## config.mk

```make
export PLATFORM = sky130hd
export DESIGN_NAME = shift_add_mul
export DESIGN_NICKNAME = d
export VERILOG_FILES = /design/src/rtl/mul_pkg.sv /design/src/rtl/mul_operand_prep.sv /design/src/rtl/mul_ctrl.sv /design/src/rtl/mul_addshift.sv /design/src/rtl/shift_add_mul.sv
export SDC_FILE = /design/constraint.sdc
export NUM_CORES = 1
export LEC_CHECK = 0
export BUFFER_PORTS_ARGS = -buffer_cell sky130_fd_sc_hd__buf_2
export CAP_MARGIN = 10
export CORE_ASPECT_RATIO = 1.1
export CORE_UTILIZATION = 45
export DETAILED_ROUTE_END_ITERATION = 7
export SLEW_MARGIN = 15
export SYNTH_ARGS = -nofsm -noshare
export SYNTH_HDL_FRONTEND = slang
export SYNTH_SLANG_ARGS = --single-unit
```

## constraint.sdc

```tcl
create_clock -name clk -period 3.32 [get_ports clk]
set_input_delay 0.996 -clock clk [delete_from_list [all_inputs] [get_ports clk]]
set_output_delay 0.996 -clock clk [all_outputs]
set_load 0.05 [all_outputs]
```

## src/rtl/mul_pkg.sv

```systemverilog
package mul_pkg;

    localparam int unsigned MUL_W = 32;

    typedef enum logic [1:0] {
        ST_IDLE   = 2'd0,
        ST_RUN    = 2'd1,
        ST_FINISH = 2'd2
    } mul_state_e;

    // Magnitude of a 32-bit operand; signed minimum maps to 2^31 unsigned.
    function automatic logic [MUL_W-1:0] op_mag(input logic [MUL_W-1:0] v, input logic is_signed);
        if (is_signed && v[MUL_W-1])
            return (~v) + 1'b1;
        return v;
    endfunction

    // Two's-complement negation of the double-width product.
    function automatic logic [2*MUL_W-1:0] prod_neg(input logic [2*MUL_W-1:0] p);
        return (~p) + 1'b1;
    endfunction

endpackage

```

## src/rtl/mul_operand_prep.sv

```systemverilog
module mul_operand_prep
    import mul_pkg::*;
#(
    parameter int unsigned W = MUL_W
) (
    input  logic [W-1:0] a_i,
    input  logic [W-1:0] b_i,
    input  logic         signed_i,
    output logic [W-1:0] a_mag_o,
    output logic [W-1:0] b_mag_o,
    output logic         neg_o
);
    localparam int unsigned MSB = W - 1;

    logic a_neg, b_neg;

    always_comb begin
        a_neg = signed_i & a_i[MSB];
        b_neg = signed_i & b_i[MSB];
        a_mag_o = a_neg ? ((~a_i) + 1'b1) : a_i;
        b_mag_o = b_neg ? ((~b_i) + 1'b1) : b_i;
        neg_o   = a_neg ^ b_neg;
    end
endmodule

```

## src/rtl/mul_ctrl.sv

```systemverilog
module mul_ctrl
    import mul_pkg::*;
#(
    parameter int unsigned ITER = MUL_W
) (
    input  logic clk,
    input  logic rst,
    input  logic start_i,
    output logic load_o,
    output logic step_o,
    output logic fin_o,
    output logic busy_o
);
    localparam int unsigned CW = $clog2(ITER);
    localparam logic [CW-1:0] LAST = CW'(ITER - 1);

    mul_state_e state_q, state_d;
    logic [CW-1:0] cnt_q;

    always_comb begin
        state_d = state_q;
        unique case (state_q)
            ST_IDLE:   if (start_i) state_d = ST_RUN;
            ST_RUN:    if (cnt_q == LAST) state_d = ST_FINISH;
            ST_FINISH: state_d = ST_IDLE;
            default:   state_d = ST_IDLE;
        endcase
    end

    always_ff @(posedge clk) begin
        if (rst) begin
            state_q <= ST_IDLE;
            cnt_q   <= '0;
        end else begin
            state_q <= state_d;
            if (state_q == ST_RUN)
                cnt_q <= cnt_q + 1'b1;
            else
                cnt_q <= '0;
        end
    end

    assign load_o = (state_q == ST_IDLE) & start_i;
    assign step_o = (state_q == ST_RUN);
    assign fin_o  = (state_q == ST_FINISH);
    assign busy_o = (state_q != ST_IDLE);
endmodule

```

## src/rtl/mul_addshift.sv

```systemverilog
module mul_addshift
    import mul_pkg::*;
#(
    parameter int unsigned W = MUL_W
) (
    input  logic           clk,
    input  logic           rst,
    input  logic           load_i,
    input  logic           step_i,
    input  logic [W-1:0]   mcand_i,
    input  logic [W-1:0]   mplier_i,
    output logic [2*W-1:0] prod_o
);
    localparam int unsigned PW = 2 * W;

    logic [PW-1:0] prod_q;
    logic [W-1:0]  mcand_q;
    logic [W:0]    upper_sum;
    logic [W-1:0]  addend;

    always_comb begin
        addend    = prod_q[0] ? mcand_q : '0;
        upper_sum = {1'b0, prod_q[PW-1:W]} + {1'b0, addend};
    end

    always_ff @(posedge clk) begin
        if (rst) begin
            prod_q  <= '0;
            mcand_q <= '0;
        end else if (load_i) begin
            prod_q  <= {{W{1'b0}}, mplier_i};
            mcand_q <= mcand_i;
        end else if (step_i) begin
            // carry becomes bit PW-1, low half loses its tested bit
            prod_q <= {upper_sum, prod_q[W-1:1]};
        end
    end

    assign prod_o = prod_q;
endmodule

```

## src/rtl/shift_add_mul.sv

```systemverilog
module shift_add_mul
    import mul_pkg::*;
#(
    parameter int unsigned W = MUL_W
) (
    input  logic         clk,
    input  logic         rst,
    input  logic         start_i,
    input  logic         signed_i,
    input  logic [W-1:0] mcand_i,
    input  logic [W-1:0] mplier_i,
    output logic         busy_o,
    output logic         done_o,
    output logic [W-1:0] hi_o,
    output logic [W-1:0] lo_o
);
    localparam int unsigned PW = 2 * W;

    logic [W-1:0]  a_mag, b_mag;
    logic          neg_d, neg_q;
    logic          load, step, fin;
    logic [PW-1:0] prod;
    logic [PW-1:0] result;
    logic          done_q;
    logic [W-1:0]  hi_q, lo_q;

    mul_operand_prep #(.W(W)) u_prep (
        .a_i      (mcand_i),
        .b_i      (mplier_i),
        .signed_i (signed_i),
        .a_mag_o  (a_mag),
        .b_mag_o  (b_mag),
        .neg_o    (neg_d)
    );

    mul_ctrl #(.ITER(W)) u_ctrl (
        .clk     (clk),
        .rst     (rst),
        .start_i (start_i),
        .load_o  (load),
        .step_o  (step),
        .fin_o   (fin),
        .busy_o  (busy_o)
    );

    mul_addshift #(.W(W)) u_dp (
        .clk      (clk),
        .rst      (rst),
        .load_i   (load),
        .step_i   (step),
        .mcand_i  (a_mag),
        .mplier_i (b_mag),
        .prod_o   (prod)
    );

    assign result = neg_q ? ((~prod) + 1'b1) : prod;

    always_ff @(posedge clk) begin
        if (rst) begin
            neg_q  <= 1'b0;
            done_q <= 1'b0;
            hi_q   <= '0;
            lo_q   <= '0;
        end else begin
            if (load) neg_q <= neg_d;
            done_q <= fin;
            if (fin) begin
                hi_q <= result[PW-1:W];
                lo_q <= result[W-1:0];
            end
        end
    end

    assign done_o = done_q;
    assign hi_o   = hi_q;
    assign lo_o   = lo_q;
endmodule

```

Word-level counts from Yosys, hierarchy flattened. Cells that the tools add are included.

Register bits after elaboration: 169. Latch bits: 0. Memory bits (writable): 0. Memory bits (read-only): 0. Input port bits: 68. Output and inout bits: 66. Logic and storage cells: 42. Memories kept: 0.

$add $sub $neg: 5. Multiply operators: 0. Divide/modulo/power cells: 0. Magnitude comparators: 0. Equality and inequality tests: 5. Shift-type cells: 0. Multiplexer cells: 9. Bitwise operators: 8. Reduce and logical (&&, ||, !) cells: 6.

Operator list (number): $mux W32 (5); $add A32 B1 Y32 const B (2); $add A64 B1 Y64 const B (1); $mux W64 (1); $not A32 Y32 (2); $not A64 Y64 (1); $add A32 B32 Y33 (1); $add A5 B1 Y5 const B (1); $eq A5 B5 Y1 const B (1); $mux W2 (2); $pmux W2 S2 (1); $reduce_bool A2 Y1 (2); $reduce_or A2 Y1 (2); $and A1 B1 Y1 (3); $eq A2 B1 Y1 const B (1); $eq A2 B2 Y1 const B (1); $logic_not A2 Y1 (1); $ne A2 B1 Y1 const B (1); $ne A2 B2 Y1 const B (1); $reduce_and A2 Y1 (1); $not A1 Y1 (1); $xor A1 B1 Y1 (1).

Depth between registers and ports, before layout. Gate-level depths: netlist (run 1).

Word-level depth: 4. Mapped depth: 13. Depth with buffers taken out: 11.

Hierarchy. From an unflattened synthesis (run 1), not the netlist that was laid out.

Cells, all modules: 1442. Area total of the unflattened synthesis: 11496.0 µm².

By module, submodules not included: mul_addshift (instances 1, cells an instance 697, area each 5775.5 µm², seq. area each 1921.8 µm²); shift_add_mul (instances 1, cells an instance 481, area each 3821.2 µm², seq. area each 1321.3 µm²); mul_operand_prep (instances 1, cells an instance 234, area each 1586.5 µm², seq. area each 0.0 µm²); mul_ctrl (instances 1, cells an instance 30, area each 312.8 µm², seq. area each 140.1 µm²).

Worst setup path after synthesis (run 1). No wires, ideal clock.

Path kind: input-to-reg. From: input port mcand_i[16]. To: register u_dp.mcand_q[25]. Library setup time: 86 ps. Arrival time: 2975 ps. Data required time: 3234 ps. Path slack: 259 ps. Stages on the path: 7. Buffers on the path: 1. Path through: or4_1 > or3_1 > clkbuf_1 > or3_1 > o41ai_1 > xor2_1 > a211oi_1.

Cells in the longest elaborated chain, start to end: 3.

RTL lines: start, declared (line shift_add_mul.sv:10) `input logic [W-1:0] mcand_i,`; $not A32 Y32 (line mul_operand_prep.sv:20) `a_mag_o = a_neg ? ((~a_i) + 1'b1) : a_i;`; $add A32 B1 Y32 (line mul_operand_prep.sv:20); $mux W32 (line mul_operand_prep.sv:20); end signal, assigned (line mul_addshift.sv:32) `mcand_q <= mcand_i;`; end, declared (line mul_addshift.sv:17) `logic [W-1:0] mcand_q;`.

Every way passes these cells. A chain may end at the register's enable or synchronous reset.

Final worst setup path (run 1).
From: register u_dp.prod_q[17] (netlist: u_dp.prod_o[17]). To: register hi_q[17] (netlist: hi_o[17]).

Cells in the longest elaborated chain, start to end: 3.

RTL lines: start, declared (line mul_addshift.sv:16) `logic [PW-1:0] prod_q;`; start signal, assigned (line mul_addshift.sv:31) `prod_q <= {{W{1'b0}}, mplier_i};`; start signal, assigned (line mul_addshift.sv:35) `prod_q <= {upper_sum, prod_q[W-1:1]};`; $not A64 Y64 (line shift_add_mul.sv:56) `assign result = neg_q ? ((~prod) + 1'b1) : prod;`; $add A64 B1 Y64 (line shift_add_mul.sv:56); $mux W64 (line shift_add_mul.sv:56); end signal, assigned (line shift_add_mul.sv:68) `hi_q <= result[PW-1:W];`; end, declared (line shift_add_mul.sv:25) `logic [W-1:0] hi_q, lo_q;`.

Every way passes these cells.

==> results.md, run 1 <==
- Port bufs: 133
- Bufs on Longest Clock Path: 2
- Final Hold Viols: 0
- Int Pwr: 0.00365 W
- Core box area: 22900 um^2
- Crit path cell chain: nor4_1 > nand4b_1 > nor4_4 > nand3_1 > o41ai_2 > xor2_1 > a211oi_1
- Max VDD drop: 310 uV
- Die X: 148 um
- Fmax: 327 MHz
- Leakage: 4.90 nW
- Sequential fraction of design power: 42.7%
- Area growth, synth to finish: 16.9%
- P per Cell Area: 419 nW/um^2
- Crit path kind: register to register
- First-pass GRT wire length: 47900 um
- Fin crit share: 92.2%
- Crit path max-delay cell type: nor4_1
- Die H: 162 um
- Clk slew on worst S/H paths: 70 ps
- Area leader, netlist: dfxtp_1
- Clk_lat worst skew: 430 ps
- Slew HR: 31.9%
- Ant diodes: 0
- 1st-pass router iterations: 8
- DPL Wire Length: 23300 um
- Sw Ratio: 29.3%
- Sink Count: 169
- Seq/Total Area, Yosys: 32.1%
- Iteration-0 DRC Markers: 685
- Post-Synth Simple-Gate Area: 23.2%
- Num CTS Buffers: 17
- Worst-margin pin slew: 1010 ps
- WL/cell: 16.9 um
- Fin nets: 1588
- Post-synthesis compound-gate area fraction: 24.0%
- Ys async rst share: 0%
- Root buf cell: clkbuf_16
- Layout cell share with drive strength beyond 1: 16.7%
- Synth warn: 0
- Via count: 10100
- Status: completed
- Cell family with most CP delay: simple AND/OR/NAND/NOR gates
- Period minus WS final: 3060 ps
- PostCTS Resize Cnt: 0
- Max incr delay on CP: 870 ps
- CP startpoint kind: register
- Post-synth EDFFs: 0
- Drt drc: 0
- Vias in the first global route: 8915
- Synth cell types: 63
- R2r endpoint: hi_o[17]$_SDFFE_PP0P_
- TritonCTS clock tree: built
- Worst r2r path cells: 7
- DRT Wirelength: 30300 um
- Buf/Inv on CP: 0
- Hold Path Cell Cnt: 2
- Yosys top cell area share: 32.1%
- # Post-CTS Setup Buffers: 0
- HP Start: u_dp.mcand_q[24]$_SDFFE_PP0P_
- Hold buffer count at CTS: 0
- Crit path DAT: 3360 ps
- Main combinational cell family by area after synthesis: compound AO/OA/AOI/OAI gates
- Reg-to-Reg Start: u_dp.prod_o[17]$_SDFFE_PP0P_
- Initial antenna violation count: 1
- Hold Crit Endpoint: u_dp.mcand_q[24]$_SDFFE_PP0P_
- Slew Viols, Final: 0
- Kind of end point of the critical path: register
- Cell with the most instances after synthesis: nand2_1
- Rows: 58
- Worst EP required: 3620 ps
- FF+latch count, synth: 169
- Clk pwr share: 41.4%
- Finished Cell Area: 12300 um^2
- GP Congestion: 0.890
- Vias per cell: 5.63
- Synthesized net count: 1467
- Gr ovfl total: 0
- Hold Crit Class: register to register
- Largest net degree at the start of global routing: 59
- Syn Inst Count: 1361
- Crit Path Max Fanout: 5
- Final Setup Violations: 0
- Fillers: 2262
- Footprint of the multi-input gates: 6770 um^2
- FF-to-FF setup slack: 260 ps
- Mapped Area: 10500 um^2
- Net Switching: 0.00151 W
- Post-synth top cells: 175 x nand2_1, 169 x dfxtp_1, 148 x nor2_1
- Area of the die: 24000 um^2
- Xor-xnor portion of the synthesized cell area: 11.5%
- Setup TNS: 0 ps
- Logic pwr share: 15.9%
- Synth top area cells: dfxtp_1 32%, xor2_1 7.7%, nand2_1 6.2%
- FF+latch area: 3390 um^2
- ANT nets after route: 0
- Max Cap Viol: 0
- Synth Area in Adders: 4.59%
- Num ports: 134
- Post-synthesis mux area share: 0.761%
- Top FF cell, synth: dfxtp_1
- RSZ-0062 raised after global routing: no
- GRT Total Usage: 25.2%
- Clock Skew: 10.4 ps
- Starting Density: 45.9%
- Mean Syn Cell Area: 7.73 um^2
- H-tree depth: 4
- DP Area: 11700 um^2
## worst reg2reg max path, cell delays in order (launching register included)
cell and delay [ps]:
dfxtp_1 310, nor4_1 870, nand4b_1 360, nor4_4 350, nand3_1 290, o41ai_2 310, xor2_1 330, a211oi_1 120
## cell families (layout without fill, tap and decap cells)
logic type | count (synthesis) | count (layout)
AND/OR/NAND/NOR | 516 | 516
buffers and inverters | 106 | 240
AO/OA/AOI/OAI | 386 | 386
XOR/XNOR | 138 | 138
flip-flops | 169 | 169
multiplexers | 8 | 8
adder cells (fa/ha/maj) | 38 | 38
## state kept, by name (all words and copies together) (netlist names)
signal and cells:
u_dp.prod_o 64, hi_o 32, lo_o 32, u_dp.mcand_q 32, u_ctrl.cnt_q 5, u_ctrl.state_q 2, done_o 1, neg_q 1
## power groups by stage
| stage | sequential [W] | clock [W] | combinational (W) |
|---|---|---|---|
| 6_report | 0.00220 | 0.00214 | 0.000821 |
| 4_1_cts | 0.00220 | 0.00217 | 0.000814 |
| 2_1_floorplan | 0.00221 | 0 | 0.000540 |
| 3_3_place_gp | 0.00224 | 0 | 0.000804 |
| 3_5_place_dp | 0.00225 | 0 | 0.000811 |
| 5_1_grt | 0.00221 | 0.00226 | 0.000905 |
## worst max-delay path by stage
| stage | cells past startpoint | start | endpoint |
|---|---|---|---|
| after floorplan | 7 | mcand_i[16] | u_dp.mcand_q[25]$_SDFFE_PP0P_ |
| after CTS | 9 | u_dp.prod_o[0]$_SDFFE_PP0P_ | u_dp.prod_o[61]$_SDFFE_PP0P_ |
| final | 7 | u_dp.prod_o[17]$_SDFFE_PP0P_ | hi_o[17]$_SDFFE_PP0P_ |
| after global placement | 7 | mcand_i[16] | u_dp.mcand_q[29]$_SDFFE_PP0P_ |
| after global routing | 12 | u_dp.prod_o[0]$_SDFFE_PP0P_ | u_dp.prod_o[59]$_SDFFE_PP0P_ |
| after detailed placement | 7 | mcand_i[16] | u_dp.mcand_q[25]$_SDFFE_PP0P_ |
## per-layer routing
| layer | vias up | routed length [um] | track usage, % |
|---|---|---|---|
| li1 | 5137 | - | - |
| met5 | - | 0 | 0 |
| met2 | 316 | 12600 | 36.7 |
| met3 | 27 | 1880 | 3.11 |
| met4 | 0 | 401 | 6.65 |
| met1 | 4623 | 15500 | 38.6 |
## area by class of cell
type / count / share of cell area, %
Multi-Input combinational cell: 1086 / 55.0
Tap cell: 300 / 3.05
Clock buffer: 18 / 3.57
Clock inverter: 14 / 1.49
Inverter: 20 / 0.610
Timing Repair Buffer: 188 / 8.76
Sequential cell: 169 / 27.5
## cells in the final DEF, fill, tap and decap left out, types with 20 or more instances in the layout
master / synthesis / routed
nand2_1: 175 / 175
dfxtp_1: 169 / 167
nor2_1: 148 / 147
buf_2: 1 / 133
o21ai_0: 105 / 105
xor2_1: 93 / 93
a21oi_1: 77 / 77
a211oi_1: 59 / 59
buf_4: 0 / 55
xnor2_1: 45 / 45
and2_1: 38 / 38
ha_1: 37 / 37
o31ai_1: 25 / 25
nor3_1: 24 / 24
nand3_1: 24 / 24
inv_1: 20 / 20
## metrics by stage
stage	std cells	total power, W	hold slack [ps]	worst slack, ps	util, %
3_5_place_dp	1763	0.00306	439	49.1	50.9
4_1_cts	1795	0.00519	454	209	53.6
5_1_grt	1795	0.00538	469	152	53.7
3_3_place_gp	1763	0.00305	429	121	50.9
6_report	1795	0.00516	448	260	53.7
2_1_floorplan	1361	0.00275	417	259	-
Note: power is estimated with default switching activity, not from simulation.
==> run 2: changes to the inputs <==
==> constraint.sdc (replaced) <==
create_clock -name clk -period 3.8 [get_ports clk]
set_input_delay 1.14 -clock clk [delete_from_list [all_inputs] [get_ports clk]]
set_output_delay 1.14 -clock clk [all_outputs]
set_load 0.05 [all_outputs]
==> run 2 against run 1 <==
  * Clock skew fell by 1.6 ps
  * Highest routed layer unchanged
  * First-iteration DRC count grew 3.9%
  * Routed wire length is 2.9% lower
  * Design area shrank 1.6%
  * Register-to-register slack improved by 390 ps
  * Global-route usage decreased by 0.25 points
  * Non-clock buffer count shrank 27
==> results.md, run 2 (same netlist as run 1, synthesis figures left out) <==
- Status: completed
- Starting Density: 45.9% (unchanged)
- Max Cap Viol: 0 (unchanged)
- Max incr delay on CP: 570 ps (-300 ps)
- Port bufs: 133 (unchanged)
- Max reg flops: 64 (unchanged)
- Largest net degree at the start of global routing: 70 (+19%)
- DP Area: 11500 um^2 (-1.7%)
- Clk slew on worst S/H paths: 70 ps (about the same)
- Worst-margin pin slew: 992 ps (-20.6 ps)
- Root buf cell: clkbuf_16
- Most common cell after layout, fill and taps aside: nand2_1
- Fmax: 317 MHz (-3.0%)
- Sink Count: 169 (unchanged)
- Fin nets: 1561 (-1.7%)
- Fin crit share: 83.0% (-9.2 points)
- Iteration-0 DRC Markers: 712 (+3.9%)
- Core box area: 22900 um^2 (unchanged)
- RSZ-0062 raised after global routing: no
- DRT Wirelength: 29500 um (-2.9%)
- Num ports: 134 (unchanged)
- TritonCTS clock tree: built
- Clock Skew: 8.72 ps (-1.64 ps)
- Setup TNS: 0 ps (unchanged)
- GP Congestion: 0.894 (+0.46%)
- Rows: 58 (unchanged)
- Area of the die: 24000 um^2 (unchanged)
- First-pass GRT wire length: 47800 um (-0.19%)
- Kind of end point of the critical path: register
- Most frequent CP cell: a211oi_1
- Hold Crit Class: register to register
- CP startpoint kind: register
- Cell family with most CP delay: compound AO/OA/AOI/OAI gates
- # Post-CTS Setup Buffers: 0 (unchanged)
- Hold Path Cell Cnt: 2 (unchanged)
- Num CTS Buffers: 17 (unchanged)
- Vias in the first global route: 8953 (+0.43%)
- Die X: 148 um (unchanged)
- Max VDD drop: 270 uV (-13%)
- Vias per cell: 5.65 (+0.31%)
- Critical path depth: 11 (+4)
- Crit path kind: register to register
- Most frequent cells in the layout: 175 x nand2_1, 168 x dfxtp_1, 147 x nor2_1
- P per Cell Area: 371 nW/um^2 (-12%)
- Crit path DAT: 3480 ps (+120 ps)
- Met2 routed WL: 12200 um (-3.4%)
- PostCTS Resize Cnt: 0 (unchanged)
- 1st-pass router iterations: 6 (-2)
- GRT Total Usage: 25.0% (-0.25 points)
- Initial antenna violation count: 0 (-1)
- Crit path max-delay cell type: dfxtp_1
- Buf/Inv on CP: 1 (+1)
- Crit Path Max Fanout: 17 (+12)
- Gr ovfl total: 0 (unchanged)
- Worst r2r path cells: 11 (+4)
- Slew HR: 33.9% (+2.0 points)
- H-tree depth: 4 (unchanged)
- Finished Cell Area: 12100 um^2 (-1.6%)
- M1 WL: 15300 um (-1.1%)
- FF-to-FF setup slack: 650 ps (+390 ps)
- Metal3 WL: 1650 um (-12%)
- DPL Wire Length: 22700 um (-2.7%)
- Slew Viols, Final: 0 (unchanged)
- Layout cell share with drive strength beyond 1: 15.1% (-1.7 points)
- ANT nets after route: 0 (unchanged)
- Die H: 162 um (unchanged)
- Clk_lat worst skew: 440 ps (about the same)
- Leakage: 4.76 nW (-2.8%)
- Period minus WS final: 3150 ps (+94.6 ps)
- Ant diodes: 0 (unchanged)
- Crit path cell chain: and2_1 > ha_1 > inv_1 > fa_1 > nor2b_1 > o2111ai_1 > a211oi_1 > a211oi_1 > nand4_1 > nand2_1 > o311ai_0
- Area growth, synth to finish: 15.0%
- Worst EP required: 4130 ps (+510 ps)
- Bufs on Longest Clock Path: 2 (unchanged)
- Drt drc: 0 (unchanged)
- Final Hold Viols: 0 (unchanged)
- WL/cell: 16.7 um (-1.4%)
- Top Layer Used: met4
- Hold buffer count at CTS: 0 (unchanged)
- Via count: 9976 (-1.3%)
- Final Setup Violations: 0 (unchanged)
==> run 2: metal layers <==
metal  global-route usage (%)  vias to the layer above
li1                         -                     5098
met1                     38.2                     4545
met2                     36.5                      306
met3                     3.03                       27
met4                     6.37                        0
met5                        0                        -
==> run 2: worst register-to-register path, cell delays in order, from the launching register on <==
cell and delay, ps:
dfxtp_1 570, and2_1 210, ha_1 190, inv_1 70, fa_1 380, nor2b_1 190, o2111ai_1 210, a211oi_1 480
a211oi_1 210, nand4_1 210, nand2_1 70, o311ai_0 260
==> run 2: worst paths after layout <==
path / endpoint / startpoint
max reg2reg: u_dp.prod_o[59]$_SDFFE_PP0P_ / u_dp.prod_o[0]$_SDFFE_PP0P_
min: hi_o[8]$_SDFFE_PP0P_ / hi_o[8]$_SDFFE_PP0P_
min reg2reg: hi_o[8]$_SDFFE_PP0P_ / hi_o[8]$_SDFFE_PP0P_
max: u_dp.prod_o[59]$_SDFFE_PP0P_ / u_dp.prod_o[0]$_SDFFE_PP0P_
==> run 2: cell type report <==
| cell class | instances | area, um^2 |
|---|---|---|
| clock buffer | 17 | 425 |
| multi-input combinational | 1086 | 6760 |
| clock inverter | 14 | 208 |
| tap | 300 | 375 |
| sequential | 169 | 3380 |
| timing repair buffer | 161 | 876 |
| inverter | 20 | 75.1 |
| fill | 2294 | 10800 |
==> run 2: metrics by stage <==
step / hold slack [ps] / utilization (%) / total power, W / instances / setup WS, ps
after floorplan: 417 / - / 0.00240 / 1361 / 595
after global placement: 429 / 50.0 / 0.00263 / 1736 / 423
after detailed placement: 439 / 50.0 / 0.00264 / 1736 / 360
after CTS: 453 / 52.8 / 0.00452 / 1767 / 657
after global routing: 472 / 52.8 / 0.00468 / 1767 / 329
final: 445 / 52.8 / 0.00449 / 1767 / 645
==> run 2: report_power, final <==
| part | internal [W] | total [W] | leakage [nW] | switching (W) |
|---|---|---|---|---|
| logic | 0.000249 | 0.000656 | 3.08 | 0.000407 |
| clock network | 0.00111 | 0.00189 | 0.304 | 0.000774 |
| registers | 0.00184 | 0.00195 | 1.38 | 0.000106 |
| total | 0.00321 | 0.00449 | 4.76 | 0.00129 |
==> run 3: changes to the inputs <==
--- a/config.mk
+++ b/config.mk
@@ -10,6 +10,7 @@
 export CORE_ASPECT_RATIO = 1.1
 export CORE_UTILIZATION = 45
 export DETAILED_ROUTE_END_ITERATION = 7
+export PLACE_DENSITY = 0.67
 export SLEW_MARGIN = 15
 export SYNTH_ARGS = -nofsm -noshare
 export SYNTH_HDL_FRONTEND = slang
==> constraint.sdc (replaced) <==
create_clock -name clk -period 2.55 [get_ports clk]
set_input_delay 0.765 -clock clk [delete_from_list [all_inputs] [get_ports clk]]
set_output_delay 0.765 -clock clk [all_outputs]
set_load 0.05 [all_outputs]
==> run 3 against run 2 <==
  * The flow now finishes with violations (setup timing)
  * First-iteration DRC count is 11% higher
  * Sequential power is 45% higher
  * Setup slack worse by 700 ps
  * Register-to-register slack worse by 700 ps
  * Combinational power is 98% higher
  * Largest power group unchanged
  * Clock skew is 4.1 ps higher
  * Clock-buffer cell count is 1 higher
==> results.md, run 3 (same netlist as run 1, synthesis figures left out) <==
- ANT nets after route: 0 (unchanged)
- Vias per cell: 5.57 (-1.3%)
- Final Setup Violations: 5 (+5)
- H-tree depth: 4 (unchanged)
- Clk slew on worst S/H paths: 70 ps (about the same)
- Slew HR: 54.2% (+20 points)
- Pre-CTS setup slack: -398 ps (-758 ps)
- P per Cell Area: 482 nW/um^2 (+30%)
- Slew Viols, Final: 0 (unchanged)
- Final core occ: 61.6% (+8.8 points)
- DPL Wire Length: 24300 um (+6.8%)
- WL/cell: 16.5 um (-1.0%)
- Die X: 148 um (unchanged)
- Starting Density: 45.9% (unchanged)
- Clock Skew: 12.8 ps (+4.08 ps)
- Total power: 0.00681 W (+52%)
- Die H: 162 um (unchanged)
- Area of the die: 24000 um^2 (unchanged)
- Status: finished, violations left
- Port bufs: 133 (unchanged)
- Clk_lat worst skew: 440 ps (about the same)
- GRT Total Usage: 25.8% (+0.85 points)
- Core box area: 22900 um^2 (unchanged)
- Max VDD drop: 404 uV (+50%)
- Inst Count DP: 1913 (+10%)
- Final std cells w/o fill: 1958 (+11%)
- Max reg flops: 64 (unchanged)
- 1st-pass router iterations: 5 (-1)
- Max Cap Viol: 0 (unchanged)
- Area growth, synth to finish: 34.1%
- RSZ-0062 raised after global routing: yes
- Iteration-0 DRC Markers: 790 (+11%)
- Kind of end point of the critical path: register
- Vias in the first global route: 9596 (+7.2%)
- PnR worst setup slack: -52.0 ps (-697 ps)
- Hold Crit Class: register to register
- Num CTS Buffers: 17 (unchanged)
- First-pass GRT wire length: 49300 um (+3.2%)
- Failing checks: setup timing
- Worst EP required: 2890 ps (-1240 ps)
- Final Hold Viols: 0 (unchanged)
- Fin crit share: 102% (+19 points)
- Ant diodes: 0 (unchanged)
- Most frequent cells in the layout: 211 x buf_4, 175 x nand2_1, 167 x dfxtp_1
- Fmax: 384 MHz (+21%)
- Top Layer Used: met4
- Largest net degree at the start of global routing: 70 (unchanged)
- Fin nets: 1751 (+12%)
- Rows: 58 (unchanged)
- CP startpoint kind: register
- Worst-margin pin slew: 687 ps (-305 ps)
- Sink Count: 169 (unchanged)
- Metal3 WL: 1890 um (+15%)
- M1 WL: 15600 um (+2.1%)
- Met2 routed WL: 14400 um (+19%)
- Period minus WS final: 2600 ps (-553 ps)
- Crit path kind: register to register
- Layout cell share with drive strength beyond 1: 28.7% (+14 points)
- Bufs on Longest Clock Path: 2 (unchanged)
- Initial antenna violation count: 0 (unchanged)
- Root buf cell: clkbuf_16
- Via count: 10900 (+9.4%)
- Num ports: 134 (unchanged)
- GP Congestion: 0.895 (about the same)
- Leakage: 5.75 nW (+21%)
- TritonCTS clock tree: built
- Drt drc: 0 (unchanged)
- DRT Wirelength: 32300 um (+9.7%)
- Gr ovfl total: 0 (unchanged)
- Most common cell after layout, fill and taps aside: buf_4
- Crit Path Max Fanout: 7 (-10)
- Hold buffer count at CTS: 0 (unchanged)
- Crit path DAT: 2940 ps (-540 ps)
==> run 3: cell count changes in the layout (fill, tap and decap cells not counted), sizes merged <==
| cell | previous run | this run |
|---|---|---|
| clkbuf | 17 | 20 |
| buf | 161 | 349 |
| clkinvlp | 2 | 1 |
| bufinv | 4 | 1 |
| clkinv | 1 | 5 |
==> run 3: routing by layer <==
metal  vias up  global-route usage, %
li1       5461                      -
met1      5079                   38.0
met2       350                   39.5
met3        25                   3.50
met4         0                   6.19
met5         -                      0
==> run 3: path summary, 6_finish.rpt <==
kind | from | end | slack, ps | cells past startpoint
worst max-delay path | u_dp.prod_o[0]$_SDFFE_PP0P_ | u_dp.prod_o[59]$_SDFFE_PP0P_ | -50 | 10
worst min-delay path | hi_o[22]$_SDFFE_PP0P_ | hi_o[22]$_SDFFE_PP0P_ | 450 | 2
worst max register to register | u_dp.prod_o[0]$_SDFFE_PP0P_ | u_dp.prod_o[59]$_SDFFE_PP0P_ | -50 | 10
worst min register to register | hi_o[22]$_SDFFE_PP0P_ | hi_o[22]$_SDFFE_PP0P_ | 450 | 2
==> run 3: cell type report <==
class	count	area [um^2]
clock buffers	18	439
well taps	300	375
repair buffers	351	2380
multi-input cells	1086	7280
inverters	20	75.1
clock inverters	14	173
flip-flops and latches	169	3390
fillers	1996	8820
==> run 3: worst max-delay path: stages (launching register included) <==
cell and delay [ps]:
dfxtp_4 430, buf_12 130, and2_1 170, ha_4 220
and3_4 200, a221oi_4 310, nor3_1 90, a211oi_2 300
nand4_1 220, a211o_1 350, o311ai_2 80
==> run 3: through the flow <==
| step | setup TNS, ps | area, um^2 | hold WS (ps) |
|---|---|---|---|
| finish | -154 | 14100 | 450 |
| CTS | -40.3 | 13600 | 451 |
| detailed placement | -5030 | 12900 | 437 |
| global placement | -3470 | 12900 | 430 |
| floorplan | -705 | 10600 | 417 |
| global route | -1070 | 14100 | 467 |
==> run 3: timing repair <==
action,in CTS,in global routing
cloned,0,2
endpoints found under the setup margin,19,37
pin swaps,7,27
gates resized for setup,16,75
buffers inserted,2,9
==> run 3: power breakdown <==
part / total (W) / switching [W] / internal (W)
clock: 0.00268 / 0.00124 / 0.00143
combinational: 0.00130 / 0.000742 / 0.000555
sequential: 0.00283 / 0.0000900 / 0.00274
total: 0.00681 / 0.00208 / 0.00473
